--- src/rtl/mdio_pkg.sv ---
package mdio_pkg;
  localparam int PHY_W      = 5;
  localparam int REG_W      = 5;
  localparam int DATA_W     = 16;
  localparam int PRE_BITS   = 32;
  localparam int FRAME_BITS = PRE_BITS + 2 + 2 + PHY_W + REG_W + 2 + DATA_W;
  localparam int TA_POS     = PRE_BITS + 4 + PHY_W + REG_W;
  localparam int DATA_POS   = TA_POS + 2;
  localparam logic [PHY_W-1:0] INT_PHY_ADDR = '1;

  typedef struct packed {
    logic              wr;
    logic [PHY_W-1:0]  phy;
    logic [REG_W-1:0]  regad;
    logic [DATA_W-1:0] wdata;
  } mgmt_cmd_t;

  typedef enum logic [1:0] {
    ST_IDLE,
    ST_EXT,
    ST_INT_WAIT
  } eng_state_t;
endpackage

--- src/rtl/mdc_pacer.sv ---
module mdc_pacer #(
  parameter int HALF = 2
) (
  input  logic clk,
  input  logic rst,
  input  logic run,
  output logic tick
);
  localparam int CW = (HALF > 1) ? $clog2(HALF) : 1;
  localparam logic [CW-1:0] LAST = CW'(HALF - 1);

  logic [CW-1:0] cnt;

  always_ff @(posedge clk) begin
    if (rst || !run) cnt <= '0;
    else if (cnt == LAST) cnt <= '0;
    else cnt <= cnt + 1'b1;
  end

  assign tick = run && (cnt == LAST);
endmodule

--- src/rtl/mdio_frame_shifter.sv ---
module mdio_frame_shifter
  import mdio_pkg::*;
#(
  parameter int HALF = 2
) (
  input  logic              clk,
  input  logic              rst,
  input  logic              start,
  input  mgmt_cmd_t         cmd,
  input  logic              mdio_i,
  output logic              run,
  output logic              mdc,
  output logic              mdio_o,
  output logic              mdio_oe,
  output logic              done,
  output logic [DATA_W-1:0] rdata
);
  localparam int IW = $clog2(FRAME_BITS);
  localparam logic [IW-1:0] LAST_BIT = IW'(FRAME_BITS - 1);
  localparam logic [IW-1:0] TA_IDX   = IW'(TA_POS);
  localparam logic [IW-1:0] DATA_IDX = IW'(DATA_POS);

  logic                  tick;
  logic [FRAME_BITS-1:0] sr;
  logic [IW-1:0]         bit_idx;
  logic [IW-1:0]         nxt_idx;
  logic                  is_rd;
  logic [DATA_W-1:0]     rd_sr;
  logic [FRAME_BITS-1:0] frame;

  mdc_pacer #(.HALF(HALF)) u_pacer (
    .clk  (clk),
    .rst  (rst),
    .run  (run),
    .tick (tick)
  );

  always_comb begin
    frame = {{PRE_BITS{1'b1}}, 2'b01,
             cmd.wr ? 2'b01 : 2'b10,
             cmd.phy, cmd.regad,
             cmd.wr ? 2'b10 : 2'b11,
             cmd.wr ? cmd.wdata : {DATA_W{1'b1}}};
    nxt_idx = bit_idx + 1'b1;
  end

  always_ff @(posedge clk) begin
    if (rst) begin
      run     <= 1'b0;
      mdc     <= 1'b0;
      mdio_o  <= 1'b0;
      mdio_oe <= 1'b0;
      done    <= 1'b0;
      rdata   <= '0;
      bit_idx <= '0;
      is_rd   <= 1'b0;
      sr      <= '0;
      rd_sr   <= '0;
    end else begin
      done <= 1'b0;
      if (!run) begin
        if (start) begin
          run     <= 1'b1;
          mdc     <= 1'b0;
          sr      <= frame;
          mdio_o  <= frame[FRAME_BITS-1];
          mdio_oe <= 1'b1;
          bit_idx <= '0;
          is_rd   <= !cmd.wr;
        end
      end else if (tick) begin
        if (!mdc) begin
          mdc <= 1'b1;
          if (is_rd && bit_idx >= DATA_IDX) rd_sr <= {rd_sr[DATA_W-2:0], mdio_i};
        end else begin
          mdc <= 1'b0;
          if (bit_idx == LAST_BIT) begin
            run     <= 1'b0;
            mdio_o  <= 1'b0;
            mdio_oe <= 1'b0;
            done    <= 1'b1;
            rdata   <= rd_sr;
          end else begin
            bit_idx <= nxt_idx;
            sr      <= {sr[FRAME_BITS-2:0], 1'b0};
            mdio_o  <= sr[FRAME_BITS-2];
            mdio_oe <= !(is_rd && nxt_idx >= TA_IDX);
          end
        end
      end
    end
  end
endmodule

--- src/rtl/mgmt_cmd_slot.sv ---
module mgmt_cmd_slot
  import mdio_pkg::*;
(
  input  logic      clk,
  input  logic      rst,
  input  logic      push,
  input  mgmt_cmd_t push_cmd,
  input  logic      pop,
  output logic      valid,
  output mgmt_cmd_t head
);
  logic take;
  assign take = push && (!valid || pop);

  always_ff @(posedge clk) begin
    if (rst) valid <= 1'b0;
    else if (take) valid <= 1'b1;
    else if (pop) valid <= 1'b0;
  end

  always_ff @(posedge clk) begin
    if (take) head <= push_cmd;
  end
endmodule

--- src/rtl/mdio_xact_engine.sv ---
module mdio_xact_engine
  import mdio_pkg::*;
#(
  parameter int MDC_HALF = 2
) (
  input  logic        clk,
  input  logic        rst,
  input  logic        host_en,
  input  logic        host_we,
  input  logic        host_sel,
  input  logic [15:0] host_wdata,
  output logic [15:0] host_rdata,
  output logic [15:0] mgmt_data,
  output logic        busy,
  output logic        xact_done,
  output logic        mdc,
  output logic        mdio_o,
  output logic        mdio_oe,
  input  logic        mdio_i,
  output logic        ip_req,
  output logic        ip_we,
  output logic [4:0]  ip_regad,
  output logic [15:0] ip_wdata,
  input  logic        ip_ack,
  input  logic [15:0] ip_rdata
);
  eng_state_t        state;
  logic [PHY_W-1:0]  phy_q;
  logic [REG_W-1:0]  regad_q;
  logic              cur_rd;
  logic              data_acc;
  logic              launch;
  logic              launch_ext;
  logic              slot_valid;
  mgmt_cmd_t         slot_head;
  mgmt_cmd_t         new_cmd;
  logic              sh_run;
  logic              sh_done;
  logic [DATA_W-1:0] sh_rdata;
  logic              int_phase;

  assign data_acc   = host_en && host_sel;
  assign launch     = (state == ST_IDLE) && slot_valid;
  assign launch_ext = launch && (slot_head.phy != INT_PHY_ADDR);
  assign int_phase  = (state == ST_INT_WAIT);
  assign busy       = (state != ST_IDLE) || slot_valid;

  always_comb begin
    new_cmd.wr    = host_we;
    new_cmd.phy   = phy_q;
    new_cmd.regad = regad_q;
    new_cmd.wdata = host_wdata;
  end

  // address register: no reset, contents undefined until written
  always_ff @(posedge clk) begin
    if (host_en && host_we && !host_sel) begin
      regad_q <= host_wdata[REG_W-1:0];
      phy_q   <= host_wdata[REG_W+PHY_W-1:REG_W];
    end
  end

  always_ff @(posedge clk) begin
    if (rst) host_rdata <= '0;
    else if (host_en && !host_we)
      host_rdata <= host_sel ? mgmt_data : {{(16-PHY_W-REG_W){1'b0}}, phy_q, regad_q};
  end

  mgmt_cmd_slot u_slot (
    .clk      (clk),
    .rst      (rst),
    .push     (data_acc),
    .push_cmd (new_cmd),
    .pop      (launch),
    .valid    (slot_valid),
    .head     (slot_head)
  );

  mdio_frame_shifter #(.HALF(MDC_HALF)) u_shift (
    .clk     (clk),
    .rst     (rst),
    .start   (launch_ext),
    .cmd     (slot_head),
    .mdio_i  (mdio_i),
    .run     (sh_run),
    .mdc     (mdc),
    .mdio_o  (mdio_o),
    .mdio_oe (mdio_oe),
    .done    (sh_done),
    .rdata   (sh_rdata)
  );

  always_ff @(posedge clk) begin
    if (rst) begin
      state     <= ST_IDLE;
      cur_rd    <= 1'b0;
      xact_done <= 1'b0;
      mgmt_data <= '0;
      ip_req    <= 1'b0;
      ip_we     <= 1'b0;
      ip_regad  <= '0;
      ip_wdata  <= '0;
    end else begin
      xact_done <= 1'b0;
      ip_req    <= 1'b0;
      unique case (state)
        ST_IDLE: begin
          if (launch) begin
            cur_rd <= !slot_head.wr;
            if (launch_ext) begin
              state <= ST_EXT;
            end else begin
              state    <= ST_INT_WAIT;
              ip_req   <= 1'b1;
              ip_we    <= slot_head.wr;
              ip_regad <= slot_head.regad;
              ip_wdata <= slot_head.wdata;
            end
          end
        end
        ST_EXT: begin
          if (sh_done && !sh_run) begin
            state     <= ST_IDLE;
            xact_done <= 1'b1;
            if (cur_rd) mgmt_data <= sh_rdata;
          end
        end
        ST_INT_WAIT: begin
          if (ip_ack && !ip_req) begin
            state     <= ST_IDLE;
            xact_done <= 1'b1;
            if (cur_rd) mgmt_data <= ip_rdata;
          end
        end
        default: state <= ST_IDLE;
      endcase
    end
  end
endmodule

--- config.mk ---
export PLATFORM = sky130hd
export DESIGN_NAME = mdio_xact_engine
export DESIGN_NICKNAME = d
export VERILOG_FILES = /design/src/rtl/mdio_pkg.sv /design/src/rtl/mdc_pacer.sv /design/src/rtl/mdio_frame_shifter.sv /design/src/rtl/mgmt_cmd_slot.sv /design/src/rtl/mdio_xact_engine.sv
export SDC_FILE = /design/constraint.sdc
export NUM_CORES = 1
export LEC_CHECK = 0
export ABC_AREA = 1
export CORE_ASPECT_RATIO = 0.75
export CORE_UTILIZATION = 55
export DETAILED_ROUTE_END_ITERATION = 16
export PLACE_DENSITY = 0.87
export SYNTH_ARGS = -nofsm -noshare
export SYNTH_HDL_FRONTEND = slang
export SYNTH_SLANG_ARGS = --single-unit
--- constraint.sdc ---
create_clock -name clk -period 7.99 [get_ports clk]
set_clock_uncertainty 0.15 [all_clocks]
set_input_delay 1.598 -clock clk [delete_from_list [all_inputs] [get_ports clk]]
set_output_delay 1.598 -clock clk [all_outputs]
set_load 0.01 [all_outputs]
# After elaboration in Yosys (flattened, before gate mapping)
# Cells that the tools add are included.
# totals
ff_bits	205
inputBits	39
output_inout_bits	60
elab_cells	138
# classes
n_addsub	2
n_lt_le_gt_ge	2
n_eq_ne	12
muxes	49
bitwise	6
n_reduce_logical	40
# op_table
cell	count
$mux W63	5
$mux W16	6
$pmux W16 S2	1
$mux W6	5
$mux W1	25
$ne A2 B2 Y1 const B	7
$ge A6 B6 Y1 const B	2
$logic_and A1 B1 Y1	12
$reduce_and A4 Y1	3
$mux W2	5
$reduce_and A3 Y1	3
$reduce_bool A2 Y1	4
$logic_not A1 Y1	7
$add A6 B1 Y6 const B	1
$eq A6 B6 Y1 const B	1
$not A1 Y1	6
$pmux W2 S3	1
$reduce_and A2 Y1	3
$ne A5 B5 Y1 const B	1
$reduce_and A5 Y1	1
$reduce_or A4 Y1	1
$logic_or A1 B1 Y1	3
$reduce_or A3 Y1	1
$eq A2 B1 Y1 const B	1
other kinds (6)	6

# Logic depth before layout (Yosys ltp)
# logic_depth
ltp_word	8
ltp_mapped	11
depth_no_buf	10

# By module
# A second synthesis with hierarchy kept.
# hier_totals
cells_unflattened	943
area_unflattened_um2	8089.0
# by_module_without_submodules
module	n_inst	cells_per_inst	area_per_inst_um2	seq_area_each_um2
mdio_frame_shifter	1	544	4257.8	2142.1
mdio_xact_engine	1	360	2931.6	1481.4
mgmt_cmd_slot	1	33	858.3	830.8
mdc_pacer	1	6	41.3	20.0

# Least setup slack after synthesis
# OpenSTA, ideal clock, no wires.
# synth_path
path_type	input to register
start	input host_sel
end	register u_slot.head[0] (netlist name), enable pin
setup_time_ps	420
arrival_time_ps	3324
required_ps	7420
path_slack_ps	4096
cell_stages	3
path_buffers	1
cell_sequence	clkbuf_1 > nand2_1 > a21oi_1
# synth_via
elab_chain_len	2
# synth_rtl
item	line	source
start, declared	mdio_xact_engine.sv:10	input logic host_sel,
$logic_and A1 B1 Y1	mdio_xact_engine.sv:42	assign data_acc = host_en && host_sel;
$logic_and A1 B1 Y1	mgmt_cmd_slot.sv:13	assign take = push && (!valid || pop);
named net u_slot.take	mgmt_cmd_slot.sv:12	logic take;
end signal, assigned	mgmt_cmd_slot.sv:22	if (take) head <= push_cmd;
end, declared	mgmt_cmd_slot.sv:10	output mgmt_cmd_t head
# The timed path passes the listed nets, and every way through them passes these cells.
# A chain may end at the register's enable or synchronous reset.

==> summary by stage <==
Critical path
On the critical path, the stage with the largest delay is an instance of clkinv_2. STA classifies the critical path startpoint as a primary input. In this run the worst path has a maximum fanout of 94. The worst path buffer plus inverter count is 4.

The largest stage delay on the critical path is around 0.92 ns. Counting stages on the worst path, the most repeated cell is buf_4. STA classifies the critical path endpoint as a flop. STA puts the critical path data arrival time at ~4.4 ns.

Among cell families on the critical path, the largest total delay comes from buffers and inverters. The critical path goes through clkdlybuf4s50_1 -> buf_4 -> clkinv_2 -> buf_4 -> nand2_2 -> o22ai_2. The worst setup path is of the in2reg kind.

For the worst setup path, the data required time is between 8 and 9 ns.

Die
In this run the vertical extent of the chip is around 110 um. For this design the top-level I/O count stands at ~100. The core region is roughly 0.014 mm2. After floorplanning, the core was divided into 38 placement rows. The effective utilization at floorplan is between 50% and 60%. The area enclosed by the die boundary is approximately 0.015 mm2.

The die outline width is around 140 um.

Power and ir drop
The areal power density over the cells is 246.8 mW/mm2. Internal power comes to 1.756 mW. Summed over all cells, the static leakage comes to around 3.4 nW.

The combinational cell fraction of total power is between 10% and 20%. The peak ir drop on the vdd network is around 140 uV. The switching share of power is between 20% and 30%. The final total power is roughly 2.4 mW. The clock network is responsible for between 30% and 40% of the overall power. The total net switching power is between 600 and 700 uW. The fraction of power consumed by sequential logic is between 40 and 50%.

Layout
The count of inserted antenna diode cells is 0. The finished cells cover slightly below 0.01 mm2. The library cell used most frequently in the layout, excluding fill and tap cells, is dfxtp_1. The ratio of cells with drive above 1 in the final layout is roughly 6.7%. The share of the core filled with cells is roughly 67%. The layout net count is around 1100. For this run, the number of standard cells in the final layout without fillers is between 1000 and 1500. The area growth from synthesis to layout is 19.16%.

In the layout the commonest cells are 168 x dfxtp_1, 142 x nand2_1, 133 x a21oi_1.

STA
The remaining max-slew budget at the tightest pin is around 24%. The slew of the pin with the lowest slew margin is between 1 and 1.5 ns. The number of hold violations in the final report is 0. The worst hold slack is 0.2864 ns. Subtracting the final worst setup slack from the clock period gives about 4.2 ns. The final max-slew violation count came to 0. Setup repair after global routing left no endpoint under its margin. The worst path meets setup with approximately 3.8 ns of slack. The final critical-path share of the clock period is a little over half.

After routing, the total negative slack on setup checks comes to 0 ns. Setup violations remaining at the end of the flow were counted as 0. The top achievable clock speed is 238.5 MHz.

Clock tree
The maximum buffer depth of the clock tree is 3. The clock slew at the register clock pins of the worst setup and hold paths is about 0.060 ns. Once the clock tree was built, the setup fixing pass inserted 0 buffers. In this run, post-CTS hold repair placed 0 buffers. The clock latency reported for the late side of the worst-skew pair is between 0.4 and 0.5 ns. The root buffer selected by CTS is clkbuf_16. Buffers inserted during clock tree synthesis total 19. The depth of the CTS H-tree is 1. The CTS tree is built. The number of gates resized after CTS was 0. The number of clock sinks is 205.

Synth
Yosys printed 0 warnings. The number of nets handed over by synthesis was between 900 and 1000. After synthesis the netlist holds a flip-flop and latch count of ~210. Dividing the synthesized area by the synthesized cell count gives 8.495 um2.

Counting distinct cell types in the post-synthesis netlist gives 38. The post-synthesis cell count is about 950. In this run the cell area of the synthesized design comes to between 0.008 and 0.009 mm2.

Sequential elements use a little under three fifths of the synthesized area.

GRT
The number of global-route vias before repair is a little over 6000. The initial antenna violation count was 0. Summed over all layers, the global routing overflow is 0. Global routing used 24.20% of the available tracks across all layers. The wire length of the first global-routing pass is about 30 mm. The pin count of the biggest net entering global routing is ~120.

Placed design
At the placement stage, the worst setup path has a slack of between 3 and 4 ns. Summed over all nets, the half-perimeter wirelength after detailed placement is about 11 mm. In this run the cell area measured after placement is 0.009055 mm2. The number of input and output port buffers inserted is between 90 and 100.

In this run, placement finished with an instance count of 1194. The placer congestion estimate is ~0.79.

Routing
The number of vias per cell after detailed routing is approximately 5.4. For this run, the detailed router's first-pass iteration total came to 5. After detailed routing, the number of remaining DRC violations is 0.

After the first detailed-routing iteration, the DRC count stood at approximately 490. The total wire length is 18.24 mm. The final antenna-violating net count is 0.

After detailed routing, the average wire length per cell comes to between 10 and 15 um. The final route contains around 6700 vias.

Run status
The flow ran to the end, and the final reports show no timing, DRC or antenna violations.

Min path
In this run the worst hold path is classified as reg2reg.

Run
The reported max-cap violation count is 0.
per-layer routing:
metal	global-route usage, %	share of wire [%]	vias to the layer above
li1	-	-	3294
met1	33.13	44	3104
met2	39.53	47	235
met3	4.779	6.8	33
met4	5.453	1.9	0
met5	0	0	-
cell usage after synthesis (all sizes together):
master   instances  share of area [%]
dfxtp          168                 42
nand2          148                7.2
o21ai          147                9.3
a21oi          134                8.3
inv            111                5.2
nor2            52                2.5
nand3           51                3.7
clkbuf          39                1.8
edfxtp          37                 14
buf             25                2.2
o221ai          15                1.6
a22oi            6               0.86
ha               5               0.77
nor3             3               0.19
o211ai           3               0.34
clkinv           2              0.093
nand4            2               0.15
or2              2               0.15
a211oi           1              0.093
o2111ai          1               0.11
o21bai           1              0.093
o22ai            1               0.15
cells by family (layout without fill, tap and decap cells):
logic type,after synthesis,count (layout),share of synthesized area [%]
simple gates,258,258,13.86
compound gates,309,309,20.81
flops,205,205,55.21
fa+ha+maj,5,5,0.7720
buf+inv,177,251,9.341
layout make-up:
| cell class | count | area, um2 |
|---|---|---|
| clock buffer | 30 | 578.1 |
| sequential | 205 | 4474 |
| clock inverter | 4 | 23.77 |
| multi-input combinational | 572 | 2877 |
| tap | 200 | 250.2 |
| fill | 1109 | 4750 |
| inverter | 113 | 427.9 |
| timing repair buffer | 104 | 1026 |
sequential cells by signal (all words and copies together), names as in the netlist, 2 cells and up:
name	flops
u_shift.sr	63
u_shift.bit_idx	6
u_shift.rd_sr	16
state	2
regad_q	5
host_rdata	16
u_slot.head	27
mgmt_data	16
ip_regad	5
u_shift.rdata	16
phy_q	5
ip_wdata	16
final timing paths:
path              cells after the start                              to  slack, ns                            from
setup / recovery                      6     u_shift.sr[15]$_SDFFE_PP0P_       3.80                             rst
hold / removal                        1  u_shift.u_pacer.cnt$_SDFF_PP0_       0.29  u_shift.u_pacer.cnt$_SDFF_PP0_
setup reg to reg                      8     u_shift.sr[15]$_SDFFE_PP0P_       4.88          u_shift.run$_SDFF_PP0_
hold reg to reg                       1  u_shift.u_pacer.cnt$_SDFF_PP0_       0.29  u_shift.u_pacer.cnt$_SDFF_PP0_
power by group through the flow:
stage	Combinational, mW	Clock (mW)	Sequential [mW]
after floorplan	0.229	0	1.19
after global placement	0.311	0	1.20
after detailed placement	0.322	0	1.20
after CTS	0.327	0.885	1.18
after global routing	0.366	0.932	1.19
final	0.329	0.877	1.18
worst register-to-register path, delay by kind of cell (launching register included):
kind	cells	cell delay, ns
AOI/OAI and AO/OA	1	0.10
buffers and inverters	2	0.61
DFF	1	0.39
and+or+nand+nor	5	1.73
(Power assumes the default switching activity.)
